==> config.mk <==
export PLATFORM = sky130hd
export DESIGN_NAME = stepdir_indexer
export DESIGN_NICKNAME = d
export VERILOG_FILES = /design/src/rtl/stepidx_pkg.sv /design/src/rtl/stepdir_sync.sv /design/src/rtl/stepdir_counter.sv /design/src/rtl/stepdir_phase_rom.sv /design/src/rtl/stepdir_indexer.sv
export SDC_FILE = /design/constraint.sdc
export NUM_CORES = 1
export LEC_CHECK = 0
export BUFFER_PORTS_ARGS = -buffer_cell sky130_fd_sc_hd__buf_2
export CAP_MARGIN = 0
export CORE_MARGIN = 2
export CORE_UTILIZATION = 30
export DETAILED_ROUTE_END_ITERATION = 8
export PLACE_DENSITY = 0.47
export RECOVER_POWER = 25
export REMOVE_ABC_BUFFERS = 1
export SLEW_MARGIN = 20
export SYNTH_ARGS = -nofsm -noshare
export SYNTH_HDL_FRONTEND = slang
export SYNTH_SLANG_ARGS = --single-unit
==> constraint.sdc <==
create_clock -name clk -period 4.4 [get_ports clk]
set_clock_uncertainty 0.1 [all_clocks]
set_input_delay 0.22 -clock clk [delete_from_list [all_inputs] [get_ports clk]]
set_output_delay 0.22 -clock clk [all_outputs]
set_load 0.01 [all_outputs]
==> src/rtl/stepidx_pkg.sv <==
package stepidx_pkg;

  localparam int MODE_CNT  = 4;
  localparam int FINE_W    = 2 + MODE_CNT - 1;
  localparam int REF_MAG_W = 8;
  localparam int QTR_FINE  = 1 << (FINE_W - 2);

  typedef enum logic [1:0] {
    DRV_FULL    = 2'd0,
    DRV_HALF    = 2'd1,
    DRV_QUARTER = 2'd2,
    DRV_EIGHTH  = 2'd3
  } drive_mode_e;

  typedef struct packed {
    logic                 neg;
    logic [REF_MAG_W-1:0] mag;
  } phase_ref_t;

  // fine-position distance covered by one entry of the given table
  function automatic logic [FINE_W-1:0] stride(input drive_mode_e m);
    logic [FINE_W-1:0] one;
    one = 1;
    return one << (MODE_CNT - 1 - int'(m));
  endfunction

  // clears fine bits the given table cannot resolve
  function automatic logic [FINE_W-1:0] grid_mask(input drive_mode_e m);
    return ~(stride(m) - 1'b1);
  endfunction

  // |cos| at k * 11.25 degrees, k = 0..8, full scale 255
  function automatic logic [REF_MAG_W-1:0] quarter_cos(input logic [3:0] k);
    logic [7:0] v;
    case (k)
      4'd0:    v = 8'd255;
      4'd1:    v = 8'd250;
      4'd2:    v = 8'd236;
      4'd3:    v = 8'd212;
      4'd4:    v = 8'd180;
      4'd5:    v = 8'd142;
      4'd6:    v = 8'd98;
      4'd7:    v = 8'd50;
      default: v = 8'd0;
    endcase
    return REF_MAG_W'((32'(v) * ((1 << REF_MAG_W) - 1)) / 255);
  endfunction

  // signed cosine reference at fine angle f; square selects on/off drive
  function automatic phase_ref_t angle_ref(input logic [FINE_W-1:0] f, input logic square);
    phase_ref_t r;
    logic [3:0] k;
    logic       neg;
    logic [3:0] frac;
    frac = {1'b0, f[FINE_W-3:0]};
    case (f[FINE_W-1 -: 2])
      2'd0:    begin k = frac;         neg = 1'b0; end
      2'd1:    begin k = 4'd8 - frac;  neg = 1'b1; end
      2'd2:    begin k = frac;         neg = 1'b1; end
      default: begin k = 4'd8 - frac;  neg = 1'b0; end
    endcase
    r.mag = quarter_cos(k);
    if (square && r.mag != '0) r.mag = '1;
    r.neg = neg && (r.mag != '0);
    return r;
  endfunction

endpackage

==> src/rtl/stepdir_sync.sv <==
module stepdir_sync #(
  parameter int W      = 2,
  parameter int STAGES = 2
) (
  input  logic         clk,
  input  logic         rst_n,
  input  logic [W-1:0] din,
  output logic [W-1:0] dout,
  output logic [W-1:0] fall
);

  logic [W-1:0] stg [STAGES];
  logic [W-1:0] prev;

  always_ff @(posedge clk) begin
    if (!rst_n) begin
      for (int s = 0; s < STAGES; s++) stg[s] <= '0;
      prev <= '0;
    end else begin
      stg[0] <= din;
      for (int s = 1; s < STAGES; s++) stg[s] <= stg[s-1];
      prev <= stg[STAGES-1];
    end
  end

  assign dout = stg[STAGES-1];
  assign fall = prev & ~stg[STAGES-1];

endmodule

==> src/rtl/stepdir_counter.sv <==
module stepdir_counter
  import stepidx_pkg::*;
(
  input  logic              clk,
  input  logic              rst_n,
  input  logic              step_fall,
  input  logic              dir_s,
  input  logic              enable,
  input  logic [1:0]        mode_sel,
  output logic [FINE_W-1:0] fine_q,
  output drive_mode_e       mode_q
);

  drive_mode_e       mode_n;
  logic [FINE_W-1:0] moved;
  logic [FINE_W-1:0] fine_n;
  logic              same_mode;

  assign same_mode = (drive_mode_e'(mode_sel) == mode_q);

  always_comb begin
    mode_n = drive_mode_e'(mode_sel);
    moved  = fine_q;
    if (step_fall && enable)
      moved = dir_s ? fine_q + stride(mode_n) : fine_q - stride(mode_n);
    fine_n = moved & grid_mask(mode_n);
  end

  always_ff @(posedge clk) begin
    if (!rst_n) begin
      fine_q <= '0;
      mode_q <= DRV_FULL;
    end else begin
      fine_q <= fine_n;
      mode_q <= mode_n;
    end
  end

  AST_HOLD_NO_EDGE: assert property (@(posedge clk) disable iff (!rst_n)
    (!step_fall && same_mode) |=> $stable(fine_q));

  AST_HOLD_DISABLED: assert property (@(posedge clk) disable iff (!rst_n)
    (!enable && same_mode) |=> $stable(fine_q));

  AST_WRAP_UP: assert property (@(posedge clk) disable iff (!rst_n)
    (step_fall && enable && dir_s && same_mode && fine_q == grid_mask(mode_q))
    |=> (fine_q == '0));

  AST_WRAP_DOWN: assert property (@(posedge clk) disable iff (!rst_n)
    (step_fall && enable && !dir_s && same_mode && fine_q == '0)
    |=> (fine_q == grid_mask(mode_q)));

  AST_RESCALE: assert property (@(posedge clk) disable iff (!rst_n)
    (!same_mode && !step_fall) |=> (fine_q == ($past(fine_q) & grid_mask(mode_q))));

endmodule

==> src/rtl/stepdir_phase_rom.sv <==
module stepdir_phase_rom
  import stepidx_pkg::*;
#(
  parameter int MODE  = 0,
  parameter int IDX_W = 2 + MODE
) (
  input  logic [IDX_W-1:0] idx,
  output phase_ref_t       ref_a,
  output phase_ref_t       ref_b
);

  localparam int LEN = 1 << IDX_W;

  phase_ref_t tbl_a [LEN];
  phase_ref_t tbl_b [LEN];

  for (genvar i = 0; i < LEN; i++) begin : g_ent
    localparam logic [FINE_W-1:0] ANG_A = FINE_W'(i << (FINE_W - IDX_W));
    localparam logic [FINE_W-1:0] ANG_B = ANG_A - FINE_W'(QTR_FINE);
    assign tbl_a[i] = angle_ref(ANG_A, MODE < 2);
    assign tbl_b[i] = angle_ref(ANG_B, MODE < 2);
  end

  assign ref_a = tbl_a[idx];
  assign ref_b = tbl_b[idx];

endmodule

==> src/rtl/stepdir_indexer.sv <==
module stepdir_indexer
  import stepidx_pkg::*;
#(
  parameter int SYNC_STAGES = 2
) (
  input  logic                 clk,
  input  logic                 rst_n,
  input  logic                 step_in,
  input  logic                 dir_in,
  input  logic                 enable,
  input  logic [1:0]           mode_sel,
  output logic [FINE_W-1:0]    step_index,
  output logic [REF_MAG_W-1:0] ref_a_mag,
  output logic                 ref_a_neg,
  output logic [REF_MAG_W-1:0] ref_b_mag,
  output logic                 ref_b_neg,
  output logic                 ref_on
);

  logic [1:0]        pins_s;
  logic [1:0]        pins_fall;
  logic [FINE_W-1:0] fine_q;
  drive_mode_e       mode_q;
  logic              en_q;
  phase_ref_t        rom_a [MODE_CNT];
  phase_ref_t        rom_b [MODE_CNT];
  phase_ref_t        sel_a;
  phase_ref_t        sel_b;

  stepdir_sync #(.W(2), .STAGES(SYNC_STAGES)) u_sync (
    .clk  (clk),
    .rst_n(rst_n),
    .din  ({dir_in, step_in}),
    .dout (pins_s),
    .fall (pins_fall)
  );

  stepdir_counter u_cnt (
    .clk      (clk),
    .rst_n    (rst_n),
    .step_fall(pins_fall[0]),
    .dir_s    (pins_s[1]),
    .enable   (enable),
    .mode_sel (mode_sel),
    .fine_q   (fine_q),
    .mode_q   (mode_q)
  );

  for (genvar g = 0; g < MODE_CNT; g++) begin : g_tbl
    stepdir_phase_rom #(.MODE(g)) u_rom (
      .idx  (fine_q[FINE_W-1 -: 2+g]),
      .ref_a(rom_a[g]),
      .ref_b(rom_b[g])
    );
  end

  always_ff @(posedge clk) begin
    if (!rst_n) en_q <= 1'b0;
    else        en_q <= enable;
  end

  always_comb begin
    sel_a = rom_a[mode_q];
    sel_b = rom_b[mode_q];
    if (!en_q) begin
      sel_a = '0;
      sel_b = '0;
    end
  end

  assign step_index = fine_q >> (MODE_CNT - 1 - int'(mode_q));
  assign ref_a_mag  = sel_a.mag;
  assign ref_a_neg  = sel_a.neg;
  assign ref_b_mag  = sel_b.mag;
  assign ref_b_neg  = sel_b.neg;
  assign ref_on     = en_q;

  AST_ZERO_UNSIGNED_A: assert property (@(posedge clk) disable iff (!rst_n)
    (ref_a_mag == '0) |-> !ref_a_neg);

  AST_ZERO_UNSIGNED_B: assert property (@(posedge clk) disable iff (!rst_n)
    (ref_b_mag == '0) |-> !ref_b_neg);

  AST_INDEX_IN_TABLE: assert property (@(posedge clk) disable iff (!rst_n)
    (int'(step_index) < (4 << int'(mode_q))));

endmodule

==> results.yml, run 1 <==
yosys:
  synthSimpleGateAreaFrac_pct: 21.18
  seq_area_frac_synth_pct: 16.38
  synthMuxAreaShare_pct: 11.26
  synth_top_family_by_area: "compound AO/OA/AOI/OAI gates"
  synth.avg_cell_area_um2: 7.714
  synth_edf_count: 0
  synth_top_flop_cell: "dfxtp_1"
  synth_cells: 206
  async_flop_share_pct: 0
  synth_cell_types: 47
  syn_area_mm2: 0.001589
  ys_ff_latch: 13
  synthAdderAreaFrac_pct: 15.43
  synth_xor_area_share_pct: 0.5512
  synth_compound_area_share_pct: 28.50
  synth_warnings: 0
setup_path:
  reg2reg_slack_ns: 2.49
  crit_chain: "inv_1 -> ha_1 -> mux2_4 -> mux4_2 -> a21oi_2 -> buf_2"
  worstPathRequired_ns: 4.08
  crit_start: "u_cnt.fine_q[1]"
  crit_buf_inv: 2
  endpoint_kind: "output port"
  crit_path_max_fanout: 17
  cp.arrival_ns: 2.60
  cp.depth: 6
  max_stage_delay_ns: 0.71
  slowest_stage: "dfxtp_1"
  crit_type: "flip-flop to output port"
  crit_family: "multiplexers"
  timing.rr.end: "u_cnt.fine_q[4]"
  r2r-start: "u_cnt.fine_q[0]"
  critPathCapture: "ref_a_mag[2]"
  cp-start-kind: "flip-flop"
  rr_worst_depth: 6
timing:
  hold_violations: 0
  rsz0062_at_grt: "no"
  setup_ws_ns: 1.475
  period_needed_ns: 2.925
  relSlewSlack_pct: 30.97
  hold_slack_ns: 0.07692
  tightest_slew_ns: 1.034
  period_share_pct: 66.48
  slew_viol_final: 0
  fmax_ghz: 0.3419
  setup_viol: 0
  tns_ns: 0
status:
  outcome: "complete, no violations"
power_and_ir_drop:
  p_leak_uw: 0.0007862
  power_uw: 300.7
  power_density_mw_per_mm2: 165.3
  vdd_drop_max_uv: 167.0
clocking:
  cts_resized: 0
  clock_tree.root_cell: "clkbuf_8"
  path_clk_slew_ns: 0.05
  postCtsHoldBufs: 0
  postCtsSetupRepairBufs: 0
  clock_path_buffers: 2
  clk_latency_ns: 0.24
  cts_tree: "yes"
  cts_made_buffers: 3
  h-tree-depth: 1
  cts.sinks: 13
routing:
  met1Wirelength_um: 1973
  via_count: 1546
  ant_nets: 0
  post_drt_via_cell_ratio: 5.188
  dr_wl_met2_um: 1955
  first_pass_iters: 4
  drc: 0
  top_layer_used: "met4"
  wl_met3_um: 116
  drt-total-wl_um: 4098
  wl_per_cell_um: 13.75
  drtIter0Drc: 80
final_layout:
  final_core_util_pct: 35.62
  n_antenna_cell: 0
  layout-drive-gt1-share_pct: 21.05
  fin_nets: 255
  areaGrowthSynthToFinish_pct: 14.49
worst_hold_path:
  hp-class: "input port to flip-flop"
flow_run:
  maxCapViolations: 0
die:
  top_level_ports: 31
  fp.coreArea_mm2: 0.005107
  die_area_mm2: 0.005895
  floorplan.initialDensity_pct: 31.11
  rows: 26
  fp.dieH_um: 76.78
  chipWidth_um: 76.78
place:
  dp_hpwl_um: 2865
  place_congestion: 0.8459
  dp_slack_ns: 1.706
  portBuffers: 30
global_routing:
  grt_max_degree: 34
  gr-total-overflow: 0
  grt_pass1_vias: 1428
  antenna_found_initial: 0
  grt_pass1_wl_um: 6844
  groute.usage.overall_pct: 14.18
synth_stat cells (2+ instances only):
cell type	number	area share (%)
mux2_2	4	2.8
o21a_1	2	0.94
ha_1	18	14
o211ai_1	5	2.4
o21ai_0	9	2.8
nand4_1	2	0.79
clkbuf_1	7	1.7
nand2_1	12	2.8
nor2_1	16	3.8
inv_1	7	1.7
nor2b_1	5	2.0
a21o_1	4	1.9
a221oi_1	2	1.1
mux2i_1	4	2.5
a211oi_1	2	0.94
buf_2	7	2.2
nand2b_1	8	3.1
mux4_2	3	4.3
a211o_1	2	1.1
inv_2	2	0.47
a21boi_0	2	0.94
nand3_1	4	1.3
a31oi_1	6	2.4
dfxtp_1	13	16
o21ai_1	3	0.94
and2_1	10	3.9
a21oi_1	26	8.2
and3_1	2	0.79
registers in the layout, summed over array words and instances, names as in the netlist:
signal	cells
u_sync.prev	1
u_cnt.mode_q	2
ref_on	1
u_cnt.fine_q	5
u_sync.stg	4
cell type report:
class	count	area, µm²
tap	70	87.58
clock buffer	4	45.04
multi-input combinational	169	1222
sequential	13	260.3
fill	586	3288
inverter	9	33.78
timing repair buffer	33	170.2
layout by cell type (no fill, tap or decap), types with 3 or more instances in the layout:
cell      instances
nor2_1           16
ha_1             18
buf_4             3
mux4_2            3
mux2i_1           4
inv_1             7
nand3_1           4
nand2_1          12
buf_2            28
nor2b_1           5
clkbuf_8          3
and2_1            6
a21oi_1          26
dfxtp_1          13
clkbuf_1          3
a21o_1            4
and2_0            4
o21ai_0           9
o211ai_1          5
o21ai_1           3
mux2_2            4
nand2b_1          8
a31oi_1           6
how the worst min path moves through the flow:
stage | startpoint | endpoint | slack [ns] | depth (start not counted)
floorplan | enable | ref_on | 0.24 | 1
global placement | u_sync.stg[0][0] | u_sync.stg[0][2] | 0.32 | 1
CTS | step_in | u_sync.stg[0][0] | 0.07 | 2
finish | step_in | u_sync.stg[0][0] | 0.08 | 2
global route | dir_in | u_sync.stg[0][1] | 0.08 | 2
detailed placement | u_sync.stg[0][1] | u_sync.stg[0][3] | 0.33 | 1
layer usage:
layer / track usage, % / vias up
li1: - / 793
met1: 18.40 / 716
met2: 24.04 / 32
met3: 1.765 / 5
met4: 5.091 / 0
met5: 0 / -
logic make-up (layout without fill, tap and decap cells):
family | Yosys count | after routing
AO/OA/AOI/OAI | 71 | 71
XOR/XNOR | 1 | 1
buffers and inverters | 24 | 46
adder cells (fa/ha/maj) | 19 | 19
multiplexers | 13 | 13
flip-flops | 13 | 13
AND/OR/NAND/NOR | 65 | 65
power by group:
group / switching (µW) / total, µW / leakage, µW / internal [µW]
registers: 9.39 / 131 / 0.000107 / 122
logic: 34.7 / 62.8 / 0.000657 / 28.0
clock network: 42.7 / 107 / 0.0000228 / 64.0
total: 86.9 / 301 / 0.000786 / 214
worst register-to-register path: stages, from the launching register on:
cell and delay (ns):
dfxtp_1 0.44, ha_1 0.29, fa_1 0.41, nand3_1 0.11, a21oi_1 0.06, o21ai_0 0.22, mux2i_1 0.20
metrics by stage:
step                cells  cell area, µm²
floorplan             191            1516
global placement      294            1777
detailed placement    294            1777
CTS                   298            1822
global route          298            1819
finish                298            1819
Power figures use the tool's default switching activity.
==> run 2: changes to the inputs <==
--- a/config.mk
+++ b/config.mk
@@ -5,12 +5,13 @@
 export SDC_FILE = /design/constraint.sdc
 export NUM_CORES = 1
 export LEC_CHECK = 0
+export ABC_AREA = 1
 export BUFFER_PORTS_ARGS = -buffer_cell sky130_fd_sc_hd__buf_2
 export CAP_MARGIN = 0
 export CORE_MARGIN = 2
 export CORE_UTILIZATION = 30
 export DETAILED_ROUTE_END_ITERATION = 8
-export PLACE_DENSITY = 0.47
+export PLACE_DENSITY = 0.48
 export RECOVER_POWER = 25
 export REMOVE_ABC_BUFFERS = 1
 export SLEW_MARGIN = 20
==> constraint.sdc (replaced) <==
create_clock -name clk -period 2.55 [get_ports clk]
set_clock_uncertainty 0.1 [all_clocks]
set_input_delay 0.1275 -clock clk [delete_from_list [all_inputs] [get_ports clk]]
set_output_delay 0.1275 -clock clk [all_outputs]
set_load 0.01 [all_outputs]
==> run 2 against run 1 <==
Net effect:
- final area shrank 0.69%
- first-iteration DRC count grew 33%
- via count grew 10%
- sequential share of layout area grew 0.099 points
- core utilization grew 0.21 points
- total power grew 79%
- routed wire length grew 5.2%
- count of clock-buffer cells in the layout is the same
- register-to-register slack lost 1.8 ns
- highest routed layer unchanged
==> results.yml, run 2 <==
setup_path:
  worstPathRequired_ns: 2.32
  slowest_stage: "dfxtp_1"
  cp.arrival_ns: 2.02
  reg2reg_slack_ns: 0.73
  timing.rr.end: "u_cnt.fine_q[4]"
  endpoint_kind: "output port"
  crit_top_cell: "nand2_1"
  max_stage_delay_ns: 0.58
  crit_chain: "inv_1 -> ha_1 -> nand2_1 -> o21ai_0 -> nand2_1 -> o211ai_1 -> a21oi_1 -> buf_2"
  rr_worst_depth: 9
  crit_path_max_fanout: 11
  r2r-start: "u_cnt.fine_q[0]"
  cp-start-kind: "flip-flop"
  crit_type: "flip-flop to output port"
  critPathCapture: "ref_a_mag[4]"
  crit_start: "u_cnt.fine_q[0]"
global_routing:
  grtUsageMet1_pct: 19.21
  groute.usage.overall_pct: 15.03
  antenna_found_initial: 0
  grt_max_degree: 20
  grt_pass1_wl_um: 7396
  gr-total-overflow: 0
  grt_busiest_layer: "met2"
  grt_pass1_vias: 1629
  met3_usage_pct: 1.066
  grtUsageMet2_pct: 27.95
yosys:
  synth_top_area_share_pct: 17.38
  yosys-top-cells-count: "nand2_1 (72), inv_1 (29), a21oi_1 (26), nand3_1 (26), o21ai_0 (19)"
  synth_top_flop_cell: "dfxtp_1"
  syn_area_mm2: 0.001555
  yosysMostFrequentCell: "nand2_1"
  synth_warnings: 0
  seq_area_frac_synth_pct: 16.73
  synth_cells: 255
  synth_area_leaders: "nand2_1 (17%), dfxtp_1 (17%), ha_1 (14%), a21oi_1 (8.4%), nand3_1 (8.4%)"
  synth.largest_area_cell: "nand2_1"
  synth_cell_types: 27
  async_flop_share_pct: 0
  synth_edf_count: 0
  ys_ff_latch: 13
  synth.avg_cell_area_um2: 6.099
place:
  dp_slack_ns: 0.5482
  placed_area_mm2: 0.001734
  dp_hpwl_um: 3232
  portBuffers: 30
  place_congestion: 0.8332
timing:
  hold_violations: 0
  setup_viol: 0
  fmax_ghz: 0.4442
  relSlewSlack_pct: 64.18
  slew_viol_final: 0
  setup_ws_ns: 0.2987
  tns_ns: 0
  rsz0062_at_grt: "no"
  period_share_pct: 88.29
  period_needed_ns: 2.251
  tightest_slew_ns: 0.5367
final_layout:
  fillCellCount: 570
  largest_reg_flops: 5
  postLayoutCellArea_mm2: 0.001807
  final_cell_mix: "nand2_1 (72), inv_1 (29), buf_2 (28)"
  fin_nets: 311
  multiInputGateArea_mm2: 0.001079
  layout-drive-gt1-share_pct: 15.85
  final_common_cell: "nand2_1"
  largest_register: "u_cnt.fine_q"
  reg.largest.list: "u_cnt.fine_q: 5 flops, u_sync.stg: 4 flops, u_cnt.mode_q: 2 flops"
  final_core_util_pct: 35.83
  n_antenna_cell: 0
  areaGrowthSynthToFinish_pct: 16.17
  regArea_um2: 260.3
clocking:
  cts.sinks: 13
  path_clk_slew_ns: 0.06
  cts_made_buffers: 3
  h-tree-depth: 1
  cts_resized: 0
  cts_tree: "yes"
  clk_latency_ns: 0.24
  clock_tree.root_cell: "clkbuf_8"
  clock_path_buffers: 2
power_and_ir_drop:
  vdd_drop_max_uv: 230.5
  p_leak_uw: 0.0009551
  power_uw: 536.8
  power_density_mw_per_mm2: 297.1
routing:
  ant_nets: 0
  drt-total-wl_um: 4311
  drtIter0Drc: 106
  first_pass_iters: 4
  post_drt_via_cell_ratio: 4.805
  drc: 0
  wl_per_cell_um: 12.18
  via_count: 1701
status:
  outcome: "complete, no violations"
die:
  chipWidth_um: 76
  top_level_ports: 31
  die_area_mm2: 0.005776
  fp.coreArea_mm2: 0.005042
  fp.dieH_um: 76
  rows: 26
  floorplan.initialDensity_pct: 30.84
flow_run:
  maxCapViolations: 0
worst_hold_path:
  hp-class: "input port to flip-flop"
## run 2: changes by cell type after synthesis, moves of 10 or more
| cell | before | now |
|---|---|---|
| and2_1 | 10 | 0 |
| inv_1 | 7 | 29 |
| nand3_1 | 4 | 26 |
| nand2_1 | 12 | 72 |
| o21ai_0 | 9 | 19 |
## run 2: metrics by stage
stage / hold WS, ns / std cells
2_1_floorplan: 0.1210 / 242
3_3_place_gp: 0.2076 / 347
3_5_place_dp: 0.2136 / 347
4_1_cts: 0.05749 / 354
5_1_grt: 0.09220 / 354
6_report: 0.05982 / 354
## run 2: worst min-delay path by stage
| stage | cells past startpoint | slack (ns) | to | from |
|---|---|---|---|---|
| global placement | 3 | 0.21 | u_sync.stg[0][1] | dir_in |
| global route | 3 | 0.09 | u_cnt.mode_q[0] | mode_sel[0] |
| CTS | 3 | 0.06 | u_cnt.mode_q[0] | mode_sel[0] |
| detailed placement | 3 | 0.21 | u_sync.stg[0][1] | dir_in |
| floorplan | 2 | 0.12 | ref_on | enable |
| finish | 3 | 0.06 | u_cnt.mode_q[0] | mode_sel[0] |
## run 2: logic make-up (layout without fill, tap and decap cells)
logic type      after synthesis  in the layout  share of synthesized area [%]
buf+inv                      45             74                          13.92
fa+ha+maj                    19             19                          15.77
simple gates                114            114                          30.73
compound gates               63             63                          22.28
xor+xnor                      1              1                         0.5633
flops                        13             13                          16.73
## run 2: critical path: cells and delay by family, from the launching register on
family | cells | cell delay [ns]
AND/OR/NAND/NOR | 2 | 0.15
buffers and inverters | 2 | 0.36
AO/OA/AOI/OAI | 3 | 0.34
flip-flops | 1 | 0.58
adder cells (fa/ha/maj) | 1 | 0.36
## run 2: repair_timing
item                                   4_1_cts  5_1_grt
hold buffers                                 3        0
buffers inserted                             0        0
endpoints found under the hold margin        3        0
## run 2: power by group
part / switching [µW] / internal (µW)
Sequential: 6.92 / 210
Combinational: 85.0 / 50.1
Clock: 74.1 / 110
Total: 166 / 371
## run 2: area by class of cell
| class | count | area share [%] |
|---|---|---|
| clock buffer | 4 | 2.493 |
| inverter | 32 | 6.648 |
| multi-input combinational | 197 | 59.70 |
| sequential | 13 | 14.40 |
| tap | 70 | 4.848 |
| timing repair buffer | 38 | 11.91 |
## run 2: per-layer routing
| layer | routed length, µm | part of all wire, % | vias up |
|---|---|---|---|
| met3 | 161 | 3.7 | 5 |
| met1 | 2046 | 47 | 749 |
| met2 | 2076 | 48 | 49 |
| met5 | 0 | 0 | - |
| li1 | - | - | 898 |
| met4 | 27 | 0.63 | 0 |
==> run 3: changes to the inputs <==
--- a/config.mk
+++ b/config.mk
@@ -5,14 +5,11 @@
 export SDC_FILE = /design/constraint.sdc
 export NUM_CORES = 1
 export LEC_CHECK = 0
-export ABC_AREA = 1
 export BUFFER_PORTS_ARGS = -buffer_cell sky130_fd_sc_hd__buf_2
 export CAP_MARGIN = 0
-export CORE_MARGIN = 2
 export CORE_UTILIZATION = 30
 export DETAILED_ROUTE_END_ITERATION = 8
 export PLACE_DENSITY = 0.48
-export RECOVER_POWER = 25
 export REMOVE_ABC_BUFFERS = 1
 export SLEW_MARGIN = 20
 export SYNTH_ARGS = -nofsm -noshare
==> run 3 against run 2 <==
Net effect:
- non-clock buffer count is 3 higher
- critical path depth is 2 lower
- via count is 8.7% lower
- final area is 5.3% higher
- core utilization is 1.4 points higher
- routed wire length is 5.2% lower
- count of clock-buffer cells in the layout stayed put
- combinational power is 7% lower
- first-iteration DRC count is 27% lower
- largest cell class unchanged
- highest routed layer unchanged
==> results.yml, run 3 (synthesized netlist as in run 1, its figures left out) <==
final_layout:
  multiInputGateArea_mm2: 0.001222
  fillCellCount: 564
  regArea_um2: 261.5
  final_common_cell: "buf_2"
  final_cell_mix: "buf_2 (30), a21oi_1 (26), ha_1 (18)"
  areaGrowthSynthToFinish_pct: 19.76
  largest_reg_flops: 5
  n_antenna_cell: 0
  reg.largest.list: "u_cnt.fine_q: 5 flops, u_sync.stg: 4 flops, u_cnt.mode_q: 2 flops"
  fin_nets: 263
  largest_register: "u_cnt.fine_q"
  layout-drive-gt1-share_pct: 23.73
  finalNonFillerCells: 306
setup_path:
  endpoint_kind: "output port"
  timing.rr.end: "u_cnt.fine_q[4]"
  cp.arrival_ns: 2.17
  crit_path_max_fanout: 8
  crit_type: "flip-flop to output port"
  worstPathRequired_ns: 2.32
  reg2reg_slack_ns: 0.55
  cp-start-kind: "flip-flop"
  rr_worst_depth: 6
  r2r-start: "u_cnt.fine_q[2]"
die:
  floorplan.initialDensity_pct: 31.11
  chipWidth_um: 74.78
  fp.coreArea_mm2: 0.005107
  top_level_ports: 31
  fp.dieH_um: 74.78
  rows: 26
  die_area_mm2: 0.005592
timing:
  slew_viol_final: 0
  setup_viol: 0
  relSlewSlack_pct: 48.63
  period_share_pct: 93.88
  rsz0062_at_grt: "no"
  hold_violations: 0
  period_needed_ns: 2.394
  fmax_ghz: 0.4177
  tns_ns: 0
  tightest_slew_ns: 0.7654
routing:
  ant_nets: 0
  via_count: 1553
  first_pass_iters: 4
  drc: 0
  wl_per_cell_um: 13.36
  post_drt_via_cell_ratio: 5.075
  drtIter0Drc: 77
  drt-total-wl_um: 4088
worst_hold_path:
  hp-class: "input port to flip-flop"
  min_to: "u_cnt.mode_q[0]"
  hold_depth: 2
  worstHoldStart: "mode_sel[0]"
global_routing:
  gr-total-overflow: 0
  grt_pass1_vias: 1448
  groute.usage.overall_pct: 15.48
  grt_pass1_wl_um: 6762
  antenna_found_initial: 0
  grt_max_degree: 32
clocking:
  clock_tree.root_cell: "clkbuf_8"
  postCtsSetupRepairBufs: 0
  clk_latency_ns: 0.25
  clock_path_buffers: 2
  cts_tree: "yes"
  h-tree-depth: 1
  cts_made_buffers: 3
  path_clk_slew_ns: 0.06
  cts.sinks: 13
place:
  dp_hpwl_um: 2979
  portBuffers: 30
  place_congestion: 0.7947
  dp_cells: 299
status:
  outcome: "complete, no violations"
power_and_ir_drop:
  p_leak_uw: 0.0008378
  power_density_mw_per_mm2: 278.6
  vdd_drop_max_uv: 251.4
flow_run:
  maxCapViolations: 0
==> run 3: layout make-up <==
type,instances,area share (%)
clock buffer,4,2.367
inverter,9,1.775
multi-input combinational,169,64.23
sequential,13,13.74
tap,70,4.602
timing repair buffer,41,13.28
==> run 3: layer usage <==
| layer | vias to the layer above | routed length [µm] | part of all wire, % | global-route usage [%] |
|---|---|---|---|---|
| met2 | 33 | 1942 | 48 | 27.63 |
| met4 | 0 | 34 | 0.83 | 3.145 |
| met5 | - | 0 | 0 | 0 |
| met3 | 5 | 106 | 2.6 | 1.205 |
| li1 | 802 | - | - | - |
| met1 | 713 | 2004 | 49 | 20.44 |
==> run 3: per-stage QoR <==
| step | util (%) | worst slack, ns | total power, µW | cell area [µm²] | hold WS, ns |
|---|---|---|---|---|---|
| final | 37.26 | 0.1561 | 530.2 | 1903 | 0.04194 |
| after detailed placement | 35.77 | 0.3646 | 344.7 | 1827 | 0.2366 |
| after floorplan | - | 0.3230 | 298.7 | 1516 | 0.1492 |
| after global routing | 37.26 | 0.01738 | 558.8 | 1903 | 0.06573 |
| after global placement | 35.77 | 0.3279 | 345.2 | 1827 | 0.2361 |
| after CTS | 37.24 | 0.1361 | 536.0 | 1902 | 0.05056 |
==> run 3: critical path, cell delays in order (launching register included) <==
cell and delay (ns):
dfxtp_1 0.47, inv_1 0.18, ha_1 0.24, mux2_4 0.28
mux4_2 0.48, a21oi_2 0.13, buf_2 0.14
==> run 3: where the power goes <==
| part | internal, µW | switching (µW) |
|---|---|---|
| Sequential | 210 | 7.65 |
| Combinational | 55.9 | 69.2 |
| Clock | 111 | 76.9 |
| Total | 376 | 154 |
==> run 3: how the worst max path moves through the flow <==
stage | to | slack (ns) | startpoint
floorplan | ref_a_mag[2] | 0.32 | u_cnt.fine_q[1]
global placement | u_cnt.fine_q[4] | 0.33 | mode_sel[1]
detailed placement | u_cnt.fine_q[4] | 0.36 | mode_sel[1]
CTS | ref_a_neg | 0.14 | u_cnt.fine_q[0]
global route | ref_a_mag[3] | 0.02 | u_cnt.fine_q[2]
finish | ref_a_mag[2] | 0.16 | u_cnt.fine_q[1]
==> run 3: repair_timing <==
item | in CTS | in global routing
hold endpoints to repair | 3 | 0
resized for setup | 0 | 1
hold buffers | 3 | 0
endpoints found under the setup margin | 0 | 2
